### src/rtl/e1_resync_pkg.sv
package e1_resync_pkg;
  localparam int unsigned FAS_RUN_DEF = 3;
  localparam int unsigned CAS_RUN_DEF = 2;
  localparam int unsigned CRC_WIN_DEF = 1000;
  localparam int unsigned CRC_LIM_DEF = 915;
  localparam int unsigned STAT_W      = 8;
  localparam int unsigned N_EV        = 3;
  localparam int unsigned N_RUN       = 2;
  // status bit positions, decoded by host software
  localparam int unsigned EV_CAS = 0;
  localparam int unsigned EV_FAS = 1;
  localparam int unsigned EV_CRC = 2;
endpackage

### src/rtl/e1_run_counter.sv
module e1_run_counter #(
  parameter int unsigned THRESH = 3,
  parameter int unsigned CNT_W  = 2
) (
  input  logic             clk_i,
  input  logic             rst_ni,
  input  logic             srst_i,
  input  logic             en_i,
  input  logic             stb_i,
  input  logic             err_i,
  output logic             hit_o,
  output logic [CNT_W-1:0] cnt_o
);
  logic [CNT_W-1:0] cnt_q;
  logic             last;

  assign last  = (cnt_q == CNT_W'(THRESH - 1));
  assign hit_o = en_i && !srst_i && stb_i && err_i && last;
  assign cnt_o = cnt_q;

  always_ff @(posedge clk_i or negedge rst_ni) begin
    if (!rst_ni) begin
      cnt_q <= '0;
    end else if (srst_i || !en_i) begin
      cnt_q <= '0;
    end else if (stb_i) begin
      if (!err_i || last) cnt_q <= '0;  // good word or criterion met: restart run
      else                cnt_q <= cnt_q + 1'b1;
    end
  end
endmodule

### src/rtl/e1_crc_window.sv
module e1_crc_window #(
  parameter int unsigned WIN = 1000,
  parameter int unsigned LIM = 915
) (
  input  logic                         clk_i,
  input  logic                         rst_ni,
  input  logic                         srst_i,
  input  logic                         en_i,
  input  logic                         stb_i,
  input  logic                         err_i,
  output logic                         hit_o,
  output logic [$clog2(LIM+1)-1:0]     err_cnt_o
);
  localparam int unsigned WW = $clog2(WIN);
  localparam int unsigned EW = $clog2(LIM + 1);

  logic [WW-1:0] word_q;
  logic [EW-1:0] err_q;
  logic          win_end;
  logic          at_lim;

  assign win_end   = (word_q == WW'(WIN - 1));
  assign at_lim    = (err_q == EW'(LIM));
  assign hit_o     = en_i && !srst_i && stb_i && err_i && (err_q == EW'(LIM - 1));
  assign err_cnt_o = err_q;

  always_ff @(posedge clk_i or negedge rst_ni) begin
    if (!rst_ni) begin
      word_q <= '0;
      err_q  <= '0;
    end else if (srst_i || !en_i) begin
      word_q <= '0;
      err_q  <= '0;
    end else if (stb_i) begin
      if (win_end) begin
        word_q <= '0;
        err_q  <= '0;
      end else begin
        word_q <= word_q + 1'b1;
        if (err_i && !at_lim) err_q <= err_q + 1'b1;  // saturate at limit
      end
    end
  end
endmodule

### src/rtl/e1_event_reg.sv
module e1_event_reg #(
  parameter int unsigned N = 3
) (
  input  logic         clk_i,
  input  logic         rst_ni,
  input  logic         srst_i,
  input  logic [N-1:0] set_i,
  input  logic [N-1:0] clr_i,
  output logic [N-1:0] q_o
);
  logic [N-1:0] q;

  always_ff @(posedge clk_i or negedge rst_ni) begin
    if (!rst_ni)     q <= '0;
    else if (srst_i) q <= '0;
    else             q <= set_i | (q & ~clr_i);  // set wins over clear
  end

  assign q_o = q;
endmodule

### src/rtl/e1_resync_monitor.sv
module e1_resync_monitor
  import e1_resync_pkg::*;
#(
  parameter int unsigned FAS_RUN = FAS_RUN_DEF,
  parameter int unsigned CAS_RUN = CAS_RUN_DEF,
  parameter int unsigned CRC_WIN = CRC_WIN_DEF,
  parameter int unsigned CRC_LIM = CRC_LIM_DEF
) (
  input  logic              clk_i,
  input  logic              rst_ni,
  input  logic              srst_i,
  input  logic              fas_en_i,
  input  logic              cas_en_i,
  input  logic              crc_en_i,
  input  logic              fas_stb_i,
  input  logic              fas_err_i,
  input  logic              cas_stb_i,
  input  logic              cas_err_i,
  input  logic              crc_stb_i,
  input  logic              crc_err_i,
  input  logic              reg_wr_i,
  input  logic [STAT_W-1:0] reg_wdata_i,
  output logic [STAT_W-1:0] reg_rdata_o
);
  localparam int unsigned RUN_MAX = (FAS_RUN > CAS_RUN) ? FAS_RUN : CAS_RUN;
  localparam int unsigned RUN_W   = $clog2(RUN_MAX + 1);
  localparam int unsigned CRC_EW  = $clog2(CRC_LIM + 1);

  logic [N_RUN-1:0]            run_stb, run_err, run_en, run_hit;
  logic [N_RUN-1:0][RUN_W-1:0] run_cnt;
  logic                        crc_hit;
  logic [CRC_EW-1:0]           crc_err_cnt;
  logic [N_EV-1:0]             ev_hit, ev_clr, ev_q;
  logic                        unused_wdata;

  assign run_stb[EV_CAS] = cas_stb_i;
  assign run_err[EV_CAS] = cas_err_i;
  assign run_en[EV_CAS]  = cas_en_i;
  assign run_stb[EV_FAS] = fas_stb_i;
  assign run_err[EV_FAS] = fas_err_i;
  assign run_en[EV_FAS]  = fas_en_i;

  for (genvar g = 0; g < N_RUN; g++) begin : g_run
    localparam int unsigned TH = (g == EV_FAS) ? FAS_RUN : CAS_RUN;
    e1_run_counter #(
      .THRESH(TH),
      .CNT_W (RUN_W)
    ) u_run (
      .clk_i (clk_i),
      .rst_ni(rst_ni),
      .srst_i(srst_i),
      .en_i  (run_en[g]),
      .stb_i (run_stb[g]),
      .err_i (run_err[g]),
      .hit_o (run_hit[g]),
      .cnt_o (run_cnt[g])
    );
  end

  e1_crc_window #(
    .WIN(CRC_WIN),
    .LIM(CRC_LIM)
  ) u_crc (
    .clk_i    (clk_i),
    .rst_ni   (rst_ni),
    .srst_i   (srst_i),
    .en_i     (crc_en_i),
    .stb_i    (crc_stb_i),
    .err_i    (crc_err_i),
    .hit_o    (crc_hit),
    .err_cnt_o(crc_err_cnt)
  );

  assign ev_hit[EV_CAS] = run_hit[EV_CAS];
  assign ev_hit[EV_FAS] = run_hit[EV_FAS];
  assign ev_hit[EV_CRC] = crc_hit;
  assign ev_clr         = {N_EV{reg_wr_i}} & reg_wdata_i[N_EV-1:0];
  assign unused_wdata   = ^reg_wdata_i[STAT_W-1:N_EV];

  e1_event_reg #(
    .N(N_EV)
  ) u_ev (
    .clk_i (clk_i),
    .rst_ni(rst_ni),
    .srst_i(srst_i),
    .set_i (ev_hit),
    .clr_i (ev_clr),
    .q_o   (ev_q)
  );

  assign reg_rdata_o = {{(STAT_W - N_EV){1'b0}}, ev_q};
endmodule

### config.mk
export PLATFORM = sky130hd
export DESIGN_NAME = e1_resync_monitor
export DESIGN_NICKNAME = d
export VERILOG_FILES = /design/src/rtl/e1_resync_pkg.sv /design/src/rtl/e1_run_counter.sv /design/src/rtl/e1_crc_window.sv /design/src/rtl/e1_event_reg.sv /design/src/rtl/e1_resync_monitor.sv
export SDC_FILE = /design/constraint.sdc
export NUM_CORES = 1
export LEC_CHECK = 0
export BUFFER_PORTS_ARGS = -buffer_cell sky130_fd_sc_hd__buf_2
export CELL_PAD_IN_SITES_DETAIL_PLACEMENT = 1
export CELL_PAD_IN_SITES_GLOBAL_PLACEMENT = 1
export CORE_MARGIN = 2
export CORE_UTILIZATION = 42
export CTS_CLUSTER_SIZE = 12
export DETAILED_ROUTE_END_ITERATION = 6
export HOLD_SLACK_MARGIN = 0.1
export PLACE_DENSITY = 0.8
export REMOVE_ABC_BUFFERS = 1
export SETUP_SLACK_MARGIN = 0.1
export SYNTH_ARGS = -nofsm -noshare
export SYNTH_HDL_FRONTEND = slang
export SYNTH_SLANG_ARGS = --single-unit
### constraint.sdc
create_clock -name clk_i -period 1.9 [get_ports clk_i]
set_clock_uncertainty 0.05 [all_clocks]
set_input_delay 0.19 -clock clk_i [delete_from_list [all_inputs] [get_ports clk_i]]
set_output_delay 0.19 -clock clk_i [all_outputs]
set_load 0.03 [all_outputs]
==> results of run 1 <==
## power by group
group,total [mW],switching [mW],internal [mW]
clock network,0.358,0.204,0.154
logic,0.121,0.0753,0.0456
registers,0.585,0.00516,0.580
total,1.06,0.284,0.780
## layout by cell type (no fill, tap or decap), drive strengths merged, types with 3 or more instances in the layout
cell | netlist | layout
and3 | 5 | 5
ha | 5 | 5
buf | 9 | 30
nor2 | 15 | 15
o21ai | 3 | 3
nand3 | 13 | 13
and4 | 5 | 5
nand4 | 8 | 8
a21oi | 10 | 10
a31oi | 10 | 10
conb | 1 | 5
inv | 8 | 9
clkbuf | 2 | 3
dfrtp | 27 | 27
nand2b | 6 | 6
mux2i | 5 | 5
xor2 | 4 | 4
nand3b | 3 | 3
nand2 | 17 | 17
a22o | 4 | 4
## routing by layer
layer | vias up | part of all wire [%] | GRT usage [%]
met5 | - | 0 | 0
met4 | 0 | 0.93 | 5.87
met3 | 4 | 1.3 | 2.17
met2 | 10 | 52 | 38.4
met1 | 768 | 46 | 25.1
li1 | 718 | - | -
## per-stage QoR
stage / setup WS (ns) / utilization, % / hold slack [ns]
floorplan: 0.235 / - / -0.156
global placement: 0.170 / 48.8 / 0.192
detailed placement: 0.115 / 48.8 / 0.197
CTS: 0.134 / 51.0 / 0.136
global route: 0.0919 / 52.4 / 0.147
finish: 0.185 / 52.4 / 0.131
## cell type report
class	count	area share, %
multi-input combinational	141	47.4
sequential	27	34.5
timing repair buffer	32	11.0
tap	48	3.06
clock buffer	3	2.11
inverter	8	1.53
clock inverter	1	0.447
## kinds of logic after synthesis
logic type | synth area share [%]
AOI/OAI and AO/OA | 15.6
adders and majority gates | 3.74
muxes | 3.66
DFF | 40.4
buffers and inverters | 6.20
xor gates and xnor gates | 2.62
other | 0.224
and+or+nand+nor | 27.6
## critical path, stage by stage (launching register included)
cell and delay [ns]:
sky130_fd_sc_hd__dfrtp_1 0.40, sky130_fd_sc_hd__ha_2 0.21, sky130_fd_sc_hd__and4b_2 0.24, sky130_fd_sc_hd__a31oi_4 0.34
sky130_fd_sc_hd__buf_6 0.17, sky130_fd_sc_hd__nand2_1 0.08, sky130_fd_sc_hd__o2bb2ai_1 0.15
## repair_timing
action / CTS / global route
hold buffers: 2 / 0
pin swaps: 1 / 3
endpoints found under the setup margin: 3 / 9
endpoints found under the hold margin: 29 / 0
buffers inserted: 2 / 2
gates resized for setup: 0 / 10
## final timing paths
| check | endpoint | slack, ns |
|---|---|---|
| worst min register to register | u_crc.err_cnt_o[8] | 0.46 |
| worst max-delay path | u_crc.err_cnt_o[5] | 0.19 |
| worst max register to register | u_crc.err_cnt_o[5] | 0.19 |
| max in group asynchronous | u_crc.word_q[5] | 0.94 |
| min in group asynchronous | u_crc.err_cnt_o[9] | 0.40 |
| worst min-delay path | u_ev.q_o[2] | 0.13 |
## state kept, by name (all words and copies together), names as in the netlist
signal,flops
u_ev.q_o,3
u_crc.word_q,10
g_run.u_run.cnt_o,4
u_crc.err_cnt_o,10
## cell usage after synthesis
master,n,area (um2)
sky130_fd_sc_hd__nand2b_1,6,37.5
sky130_fd_sc_hd__nand4_1,8,50.1
sky130_fd_sc_hd__or4_1,1,7.51
sky130_fd_sc_hd__a21oi_1,10,50.1
sky130_fd_sc_hd__nand3_1,13,65.1
sky130_fd_sc_hd__and4b_1,2,20.0
sky130_fd_sc_hd__a31oi_1,9,56.3
sky130_fd_sc_hd__clkbuf_1,2,7.51
sky130_fd_sc_hd__a22o_1,4,35.0
sky130_fd_sc_hd__mux2i_1,5,50.1
sky130_fd_sc_hd__o2111ai_1,1,8.76
sky130_fd_sc_hd__a311o_1,1,10.0
sky130_fd_sc_hd__xnor2_1,1,8.76
sky130_fd_sc_hd__mux2_2,1,11.3
sky130_fd_sc_hd__o21ai_0,3,15.0
sky130_fd_sc_hd__dfrtp_1,27,676
sky130_fd_sc_hd__buf_4,6,45.0
sky130_fd_sc_hd__nor2b_1,2,12.5
sky130_fd_sc_hd__and4_1,5,43.8
sky130_fd_sc_hd__and3_1,5,31.3
sky130_fd_sc_hd__a31o_1,1,8.76
sky130_fd_sc_hd__o21a_1,1,7.51
sky130_fd_sc_hd__buf_2,2,10.0
sky130_fd_sc_hd__conb_1,1,3.75
sky130_fd_sc_hd__ha_1,5,62.6
sky130_fd_sc_hd__o31ai_1,1,7.51
sky130_fd_sc_hd__buf_6,1,11.3
sky130_fd_sc_hd__o2bb2ai_1,2,17.5
sky130_fd_sc_hd__nand3b_1,3,22.5
sky130_fd_sc_hd__nor2_1,15,56.3
sky130_fd_sc_hd__a31oi_4,1,21.3
sky130_fd_sc_hd__o31a_1,1,8.76
sky130_fd_sc_hd__nand4b_1,2,17.5
sky130_fd_sc_hd__o211ai_1,2,15.0
sky130_fd_sc_hd__inv_1,8,30.0
sky130_fd_sc_hd__or3_1,1,6.26
sky130_fd_sc_hd__nor3b_1,1,7.51
sky130_fd_sc_hd__nor3_1,1,5.00
sky130_fd_sc_hd__xor2_1,4,35.0
sky130_fd_sc_hd__nor4b_2,1,15.0
sky130_fd_sc_hd__nand2_1,17,63.8
==> metrics.cfg, run 1 <==
[status]
run_status = complete, no violations

[cells_and_area]
syn_to_final_growth_pct = 17.1
layout.cell_area.non_filler_um2 = 1960
regArea_um2 = 677
drive_gt1_share_pct = 19.3
layoutNonFillerInstCount = 260
multiInputGateArea_um2 = 928
antennaDiodeCount = 0
nets = 239
n_fill_cell = 453

[power]
totalPowerFinal_mw = 1.06
power_leakage_nw = 0.864
ir_drop_mv = 0.283
power_per_cell_area_nw_per_um2 = 543

[placed_design]
place.gp.congestion = 0.896
hpwlAfterDp_mm = 3.23
port-buffer-count = 18
numPlacedInstances = 250
placement.cell_area_um2 = 1830

[synth]
synth.yosys.seq_area_share_pct = 40.4
synthCells = 183
netlist-cell-type-count = 41
avgSynthCellArea_um2 = 9.15
synth_warnings = 0
synth.cell_area_um2 = 1670
number_of_flip_flops_and_latches_in_the_synthesized_netlist = 27

[grt]
initial_antenna_violation_count = 0
total_global_route_track_usage_pct = 20.7
number_of_global_route_vias_before_repair = 1589
global_route_wire_length_before_repair_mm = 7.10
grt-ovfl-total = 0
grt_max_degree = 28

[timing]
final_period_minus_worst_setup_slack_ns = 1.71
worst_case_headroom_to_the_max_slew_limit_pct = 57.2
final-hold-violation-count = 0
timing.fmax_ghz = 0.583
period_share_pct = 90.2
max_slew.worst_pin.slew_ns = 0.642
rsz_0062_raised_after_global_routing = true
count_of_final_setup_violators = 0
slew_limit_fails = 0
fin_tns_setup_ns = 0

[hold_path]
min-delay-start = reg_wdata_i[2]
min_delay_path_depth = 4
worstHoldPathType = input pin to register

[clock_tree]
clk_transition_reported_paths_ns = 0.11
cts.sink_count = 27
cts_tree = built
ctsLongestPathBuffers = 2
clock_insertion_delay_worst_skew_ns = 0.28
cts_root_buffer = sky130_fd_sc_hd__clkbuf_8
cts_htree_levels = 1
tritoncts.num_buffers = 3

[route]
routed-via-count = 1500
postRouteWirelength_mm = 4.30
remaining_drc_errors = 0
detail-route-antenna-nets = 0
first_pass_iters = 4
wl_per_cell_um = 16.5
initial_detailed_routing_violation_count = 72
post_drt_via_cell_ratio = 5.77

[setup_path]
critPathCaptureType = register
critPathLaunchType = register
worst_ep_required_time_ns = 2.07
critPathLaunch = u_crc.word_q[1]
reg2regPathDepth = 6
critical_path_at_ns = 1.88
path_class = register to register
reg2reg_from = u_crc.word_q[1]
critPathMaxFanout = 8

[floorplanning]
core_area_um2 = 3740
placementRows = 22
chipHeight_um = 67.1
ios = 29
die_width_um = 67.1
start_util_pct = 44.7
dieArea_um2 = 4510

[flow_run]
max_cap_viols = 0

Power figures use the tool's default switching activity.
==> run 2, diff against run 1 <==
--- a/config.mk
+++ b/config.mk
@@ -12,6 +12,7 @@
 export CORE_UTILIZATION = 42
 export CTS_CLUSTER_SIZE = 12
 export DETAILED_ROUTE_END_ITERATION = 6
+export GPL_ROUTABILITY_DRIVEN = 0
 export HOLD_SLACK_MARGIN = 0.1
 export PLACE_DENSITY = 0.8
 export REMOVE_ABC_BUFFERS = 1
==> constraint.sdc (replaced) <==
create_clock -name clk_i -period 1.9 [get_ports clk_i]
set_clock_uncertainty 0.05 [all_clocks]
set_input_delay 0.19 -clock clk_i [delete_from_list [all_inputs] [get_ports clk_i]]
set_output_delay 0.19 -clock clk_i [all_outputs]
set_load 0.01 [all_outputs]
==> run 2 against run 1 <==
  * Setup slack worse by 0.015 ns
  * Cell count down 2.3%
  * Non-clock buffer count down 6
  * Global-route usage about the same
  * Utilization down 1.9 points
  * Sequential cell count unchanged
  * Die area unchanged
  * Routed wire length down 1.4%
  * Critical endpoint is now u_crc.err_cnt_o[9]
  * Largest cell class unchanged
  * Largest power group unchanged
  * Highest routed layer unchanged
==> metrics.cfg, run 2 (synthesized netlist as in run 1, its figures left out) <==
[floorplanning]
chipHeight_um = 67.1  ; unchanged
ios = 29  ; unchanged
placementRows = 22  ; unchanged
die_width_um = 67.1  ; unchanged
core_area_um2 = 3740  ; unchanged
dieArea_um2 = 4510  ; unchanged
start_util_pct = 44.7  ; unchanged

[setup_path]
critPathLaunchType = register
reg2reg_from = u_crc.word_q[7]
cp_slowest_cell = sky130_fd_sc_hd__or4_1
worst_ep_required_time_ns = 2.02  ; -0.05 ns
path_cells = nand4_1 -> or4_1 -> and3_1 -> o2bb2ai_1
critPathMaxFanout = 5  ; -3
critical_path_buf_inv_count = 0  ; -1
critical_path_at_ns = 1.85  ; -0.03 ns
delay_contributed_by_the_slowest_stage_of_the_critical_path_ns = 0.60  ; +0.20 ns
critical_path.reg2reg.endpoint = u_crc.err_cnt_o[9]
critical-path-top-delay-family = simple AND/OR/NAND/NOR gates
r2r_setup_slack_ns = 0.17  ; -0.02 ns
worstSetupPathDepth = 4  ; -2
path_class = register to register
reg2regPathDepth = 4  ; -2
worstSetupEndpoint = u_crc.err_cnt_o[9]
critPathLaunch = u_crc.word_q[7]
critPathCaptureType = register

[route]
post_drt_via_cell_ratio = 5.90  ; +2.3%
detail-route-antenna-nets = 0  ; unchanged
postRouteWirelength_mm = 4.24  ; -1.4%
remaining_drc_errors = 0  ; unchanged
wl_per_cell_um = 16.7  ; +0.93%
first_pass_iters = 4  ; unchanged
initial_detailed_routing_violation_count = 152  ; +110%
routed-via-count = 1499  ; -0.067%

[cells_and_area]
final_util_pct = 50.4  ; -1.9 points
syn_to_final_growth_pct = 12.8
n_fill_cell = 465  ; +2.6%
antennaDiodeCount = 0  ; unchanged
most-common-layout-cells = 25 x sky130_fd_sc_hd__dfrtp_1, 18 x sky130_fd_sc_hd__buf_2, 17 x sky130_fd_sc_hd__nand2_1
drive_gt1_share_pct = 16.0  ; -3.3 points
nets = 233  ; -2.5%
layout.cells.most_common = sky130_fd_sc_hd__dfrtp_1

[timing]
fin_tns_setup_ns = 0  ; unchanged
count_of_final_setup_violators = 0  ; unchanged
period_share_pct = 91.0  ; +0.80 points
rsz_0062_raised_after_global_routing = false
worst_case_headroom_to_the_max_slew_limit_pct = 59.3  ; +2.1 points
timing.fmax_ghz = 0.578  ; -0.88%
final_period_minus_worst_setup_slack_ns = 1.73  ; +0.0152 ns
final-hold-violation-count = 0  ; unchanged
max_slew.worst_pin.slew_ns = 0.611  ; -0.0308 ns
slew_limit_fails = 0  ; unchanged

[clock_tree]
ctsLongestPathBuffers = 2  ; unchanged
cts_root_buffer = sky130_fd_sc_hd__clkbuf_8
clk_transition_reported_paths_ns = 0.10  ; about the same
cts_htree_levels = 1  ; unchanged
clock_insertion_delay_worst_skew_ns = 0.28  ; about the same
tritoncts.num_buffers = 3  ; unchanged
cts.sink_count = 27  ; unchanged
cts_tree = built

[placed_design]
hpwlAfterDp_mm = 3.17  ; -1.7%
port-buffer-count = 18  ; unchanged

[grt]
initial_antenna_violation_count = 0  ; unchanged
grt_max_degree = 28  ; unchanged
grt-ovfl-total = 0  ; unchanged
global_route_wire_length_before_repair_mm = 7.11  ; about the same
total_global_route_track_usage_pct = 20.7  ; +0.049 points
number_of_global_route_vias_before_repair = 1565  ; -1.5%

[status]
run_status = complete, no violations

[flow_run]
max_cap_viols = 0  ; unchanged

[power]
power_leakage_nw = 0.828  ; -4.2%
power_per_cell_area_nw_per_um2 = 543  ; about the same
ir_drop_mv = 0.347  ; +22%

[hold_path]
worstHoldPathType = input pin to register
min_delay_path_depth = 4  ; unchanged
min-delay-start = reg_wdata_i[2]

## run 2: cell types whose count changed in the layout (fill, tap and decap cells not counted), sizes merged
cell | before | now
inv | 9 | 8
clkinv | 0 | 1
buf | 30 | 24
## run 2: final cells by class
| cell class | instances | area (um2) | share of cell area (%) |
|---|---|---|---|
| multi-input cells | 141 | 918 | 48.6 |
| repair buffers | 26 | 155 | 8.22 |
| flip-flops and latches | 27 | 678 | 35.9 |
| clock inverters | 1 | 5.00 | 0.265 |
| clock buffers | 3 | 41.3 | 2.19 |
| well taps | 48 | 60.1 | 3.18 |
| inverters | 8 | 30.0 | 1.59 |
## run 2: metrics by stage
| step | hold WS [ns] | std cells | instance area, um2 | worst slack [ns] | power (mW) |
|---|---|---|---|---|---|
| 2_1_floorplan | -0.156 | 176 | 1620 | 0.235 | 0.641 |
| 3_3_place_gp | 0.187 | 248 | 1810 | 0.218 | 0.691 |
| 3_5_place_dp | 0.185 | 248 | 1810 | 0.121 | 0.698 |
| 4_1_cts | 0.101 | 253 | 1870 | 0.122 | 1.03 |
| 5_1_grt | 0.130 | 254 | 1890 | 0.101 | 1.06 |
| 6_report | 0.124 | 254 | 1890 | 0.170 | 1.02 |
## run 2: metal layers
layer | GRT usage [%] | part of all wire [%] | up-vias | wire length, um
li1 | - | - | 717 | -
met1 | 24.6 | 45 | 739 | 1920
met2 | 37.4 | 50 | 35 | 2130
met3 | 4.67 | 3.3 | 8 | 141
met4 | 5.61 | 1.2 | 0 | 53
met5 | 0 | 0 | - | 0
## run 2: worst register-to-register path, stage by stage (launching register included)
cell	delay, ns
sky130_fd_sc_hd__dfrtp_1	0.45
sky130_fd_sc_hd__nand4_1	0.17
sky130_fd_sc_hd__or4_1	0.60
sky130_fd_sc_hd__and3_1	0.24
sky130_fd_sc_hd__o2bb2ai_1	0.13
## run 2: how the worst min path moves through the flow
stage                                         end  slack [ns]
after floorplan           g_run[0].u_run.cnt_o[0]       -0.16
after global placement    g_run[0].u_run.cnt_o[0]        0.19
after detailed placement       u_crc.err_cnt_o[8]        0.19
after CTS                             u_ev.q_o[1]        0.10
after global routing                  u_ev.q_o[2]        0.13
final                                 u_ev.q_o[2]        0.12
## run 2: timing repair
| action | 4_1_cts | 5_1_grt |
|---|---|---|
| endpoints found under the hold margin | 27 | 1 |
| hold buffers | 1 | 1 |
| setup endpoints to repair | 0 | 5 |
| buffers inserted | 0 | 0 |
| gates resized for setup | 0 | 3 |
## run 2: power by group
part	switching (mW)	internal [mW]	leakage (nW)
logic	0.0648	0.0391	0.430
clock network	0.188	0.147	0.0255
registers	0.00561	0.580	0.372
==> run 3, diff against run 2 <==
--- a/config.mk
+++ b/config.mk
@@ -5,11 +5,12 @@
 export SDC_FILE = /design/constraint.sdc
 export NUM_CORES = 1
 export LEC_CHECK = 0
+export ABC_AREA = 1
 export BUFFER_PORTS_ARGS = -buffer_cell sky130_fd_sc_hd__buf_2
 export CELL_PAD_IN_SITES_DETAIL_PLACEMENT = 1
 export CELL_PAD_IN_SITES_GLOBAL_PLACEMENT = 1
 export CORE_MARGIN = 2
-export CORE_UTILIZATION = 42
+export CORE_UTILIZATION = 40
 export CTS_CLUSTER_SIZE = 12
 export DETAILED_ROUTE_END_ITERATION = 6
 export GPL_ROUTABILITY_DRIVEN = 0
@@ -19,4 +20,5 @@
 export SETUP_SLACK_MARGIN = 0.1
 export SYNTH_ARGS = -nofsm -noshare
 export SYNTH_HDL_FRONTEND = slang
+export SYNTH_HIERARCHICAL = 1
 export SYNTH_SLANG_ARGS = --single-unit
==> run 3 against run 2 <==
  * Non-clock buffer count decreased by 4
  * Fmax increased by 2.7%
  * Setup slack gained 0.046 ns
  * Register-to-register slack gained 0.05 ns
  * Critical path type unchanged
  * Critical endpoint is now u_crc/err_cnt_o[2]
==> metrics.cfg, run 3 <==
[power]
power_per_cell_area_nw_per_um2 = 517  ; -4.7%
switchingPower_uw = 275  ; +6.5%
seq_power_share_pct = 56.1  ; -1.0 points
power_frac_clock_pct = 32.9  ; about the same
power_leakage_nw = 0.971  ; +17%
pwr-share-comb_pct = 11.0  ; +0.9 points
ir_drop_mv = 0.278  ; -20%
internal_power_uw = 760  ; -0.77%
power_switching_share_pct = 26.6  ; +1.4 points
totalPowerFinal_mw = 1.04  ; +1.1%

[grt]
number_of_global_route_vias_before_repair = 1684  ; +7.6%
total_global_route_track_usage_pct = 18.0  ; -2.7 points
initial_antenna_violation_count = 0  ; unchanged
grt_max_degree = 28  ; unchanged
global_route_wire_length_before_repair_mm = 7.41  ; +4.3%
grt-ovfl-total = 0  ; unchanged

[clock_tree]
cts_tree = built
clk_transition_reported_paths_ns = 0.10  ; about the same
ctsLongestPathBuffers = 2  ; unchanged
clock_insertion_delay_worst_skew_ns = 0.27  ; about the same
cts_htree_levels = 1  ; unchanged
tritoncts.num_buffers = 3  ; unchanged
cts.sink_count = 27  ; unchanged
cts_root_buffer = sky130_fd_sc_hd__clkbuf_8

[setup_path]
critical_path_at_ns = 1.86  ; about the same
delay_contributed_by_the_slowest_stage_of_the_critical_path_ns = 0.40  ; -0.20 ns
worst_ep_required_time_ns = 2.07  ; +0.05 ns
critPathMaxFanout = 13  ; +8
critPathLaunchType = register
cp_slowest_cell = sky130_fd_sc_hd__dfrtp_1
path_class = register to register
critPathCaptureType = register
critical-path-top-delay-family = simple AND/OR/NAND/NOR gates
path_cells = ha_1 -> nand2_2 -> nor2_4 -> nand3_4 -> nand2_4 -> nand2_4 -> nand2_2 -> nand2_1 -> nand2_1
critical_path_buf_inv_count = 0  ; unchanged

[timing]
period_share_pct = 88.6  ; -2.4 points
timing.fmax_ghz = 0.594  ; +2.7%
final-hold-violation-count = 0  ; unchanged
final.hold.worst_slack_ns = 0.117  ; -0.00691 ns
final_period_minus_worst_setup_slack_ns = 1.68  ; -0.0457 ns
slew_limit_fails = 0  ; unchanged
fin_tns_setup_ns = 0  ; unchanged
worst_case_headroom_to_the_max_slew_limit_pct = 59.0  ; -0.21 points
rsz_0062_raised_after_global_routing = true
max_slew.worst_pin.slew_ns = 0.614  ; +0.00315 ns
count_of_final_setup_violators = 0  ; unchanged

[synth]
synth_warnings = 6  ; +6
synth_async_sr_flop_share_pct = 100  ; unchanged
synthFlopType = sky130_fd_sc_hd__dfrtp_1
avgSynthCellArea_um2 = 6.87  ; -25%
netlist-cell-type-count = 24  ; -41%
yosysTopAreaCellShare_pct = 37.5  ; -2.8 points
leading_post_synthesis_cells_by_instance_count = 83 x sky130_fd_sc_hd__nand2_1, 34 x sky130_fd_sc_hd__nor2_1, 33 x sky130_fd_sc_hd__inv_1
number_of_flip_flops_and_latches_in_the_synthesized_netlist = 27  ; unchanged
synth.cell_area_um2 = 1800  ; +7.5%
most_frequent_cell_after_synthesis = sky130_fd_sc_hd__nand2_1
synthCells = 262  ; +43%
synth_top_cells_by_area = sky130_fd_sc_hd__dfrtp_1 38%, sky130_fd_sc_hd__nand2_1 17%, sky130_fd_sc_hd__nand3_1 7.8%
synth_top_area_cell = sky130_fd_sc_hd__dfrtp_1
synth.yosys.seq_area_share_pct = 37.5  ; -2.8 points
synth-edff-count = 0  ; unchanged

[floorplanning]
chipHeight_um = 71.1  ; +5.9%
start_util_pct = 41.4  ; -3.4 points
core_area_um2 = 4350  ; +16%
ios = 29  ; unchanged
die_width_um = 71.1  ; +5.9%
placementRows = 24  ; +9.1%
dieArea_um2 = 5050  ; +12%

[placed_design]
hpwlAfterDp_mm = 3.21  ; +1.1%
port-buffer-count = 18  ; unchanged
numPlacedInstances = 331  ; +33%

[cells_and_area]
final_util_pct = 46.0  ; -4.5 points
layoutNonFillerInstCount = 337  ; +33%
syn_to_final_growth_pct = 11.2
drive_gt1_share_pct = 16.5  ; +0.47 points
nets = 312  ; +34%
layout.cells.most_common = sky130_fd_sc_hd__nand2_1
antennaDiodeCount = 0  ; unchanged
most-common-layout-cells = 83 x sky130_fd_sc_hd__nand2_1, 34 x sky130_fd_sc_hd__nor2_1, 33 x sky130_fd_sc_hd__inv_1

[hold_path]
worstHoldPathType = input pin to register

[route]
routed-via-count = 1647  ; +9.9%
first_pass_iters = 4  ; unchanged
postRouteWirelength_mm = 4.23  ; -0.28%
wl_per_cell_um = 12.6  ; -25%
post_drt_via_cell_ratio = 4.89  ; -17%
initial_detailed_routing_violation_count = 33  ; -78%
detail-route-antenna-nets = 0  ; unchanged
remaining_drc_errors = 0  ; unchanged

[flow_run]
max_cap_viols = 0  ; unchanged

[status]
run_status = complete, no violations

-- run 3: cell count changes after synthesis, sizes merged, moves of 6 or more --
cell    previous run  this run
nand4              8         1
nand2             17        90
inv                8        36
nand2b             6         0
nor2              15        43
nand3             13        30
a31oi             10         0
-- run 3: cells by family (layout without fill, tap and decap cells) --
family	after synthesis	count (layout)	share of synthesized area, %
AO/OA/AOI/OAI	12	12	3.61
XOR/XNOR	4	4	1.95
adder cells (fa/ha/maj)	5	5	3.47
buffers and inverters	43	62	10.8
flip-flops	27	27	37.5
other	1	5	0.208
AND/OR/NAND/NOR	170	170	42.4
-- run 3: worst paths after layout --
path / startpoint / end / slack (ns) / depth (start not counted)
setup / recovery: u_crc/word_q[1] / u_crc/err_cnt_o[2] / 0.22 / 9
setup reg to reg: u_crc/word_q[1] / u_crc/err_cnt_o[2] / 0.22 / 9
min in group asynchronous: rst_ni / u_crc/err_cnt_o[6] / 0.40 / 2
hold reg to reg: g_run[0].u_run/cnt_o[1] / g_run[0].u_run/cnt_o[1] / 0.44 / 2
max in group asynchronous: rst_ni / u_crc/word_q[6] / 1.00 / 2
hold / removal: srst_i / u_ev/q_o[2] / 0.12 / 2
-- run 3: metrics by stage --
step,setup WS (ns),area [um2]
after CTS,0.172,1980
final,0.216,2000
after detailed placement,0.208,1930
after global placement,0.226,1930
after floorplan,0.398,1760
after global routing,0.0808,2000
-- run 3: what timing repair did --
| item | in CTS | in global routing |
|---|---|---|
| hold endpoints to repair | 27 | 0 |
| setup buffers | 0 | 1 |
| gates resized for setup | 0 | 2 |
| hold buffers | 1 | 0 |
| endpoints found under the setup margin | 0 | 8 |
-- run 3: cell type report --
| type | count | area (um2) |
|---|---|---|
| fill | 596 | 2350 |
| multi-input combinational | 196 | 955 |
| sequential | 27 | 676 |
| inverter | 36 | 135 |
| timing repair buffer | 22 | 123 |
| tap | 52 | 65.1 |
| clock buffer | 3 | 41.3 |
| clock inverter | 1 | 7.51 |
-- run 3: metal layers --
metal  vias up  routed length (um)  track usage, %
met4         0                  34            4.40
met5         -                   0               0
met1       778                2090            25.5
met2        21                1990            30.1
met3         2                 117            1.57
li1        846                   -               -
-- run 3: power groups by stage --
stage               combinational (mW)  sequential, mW  clock, mW
global route                     0.128           0.582      0.372
floorplan                       0.0559           0.593          0
CTS                              0.114           0.581      0.362
finish                           0.114           0.581      0.341
global placement                 0.107           0.592          0
detailed placement               0.111           0.592          0
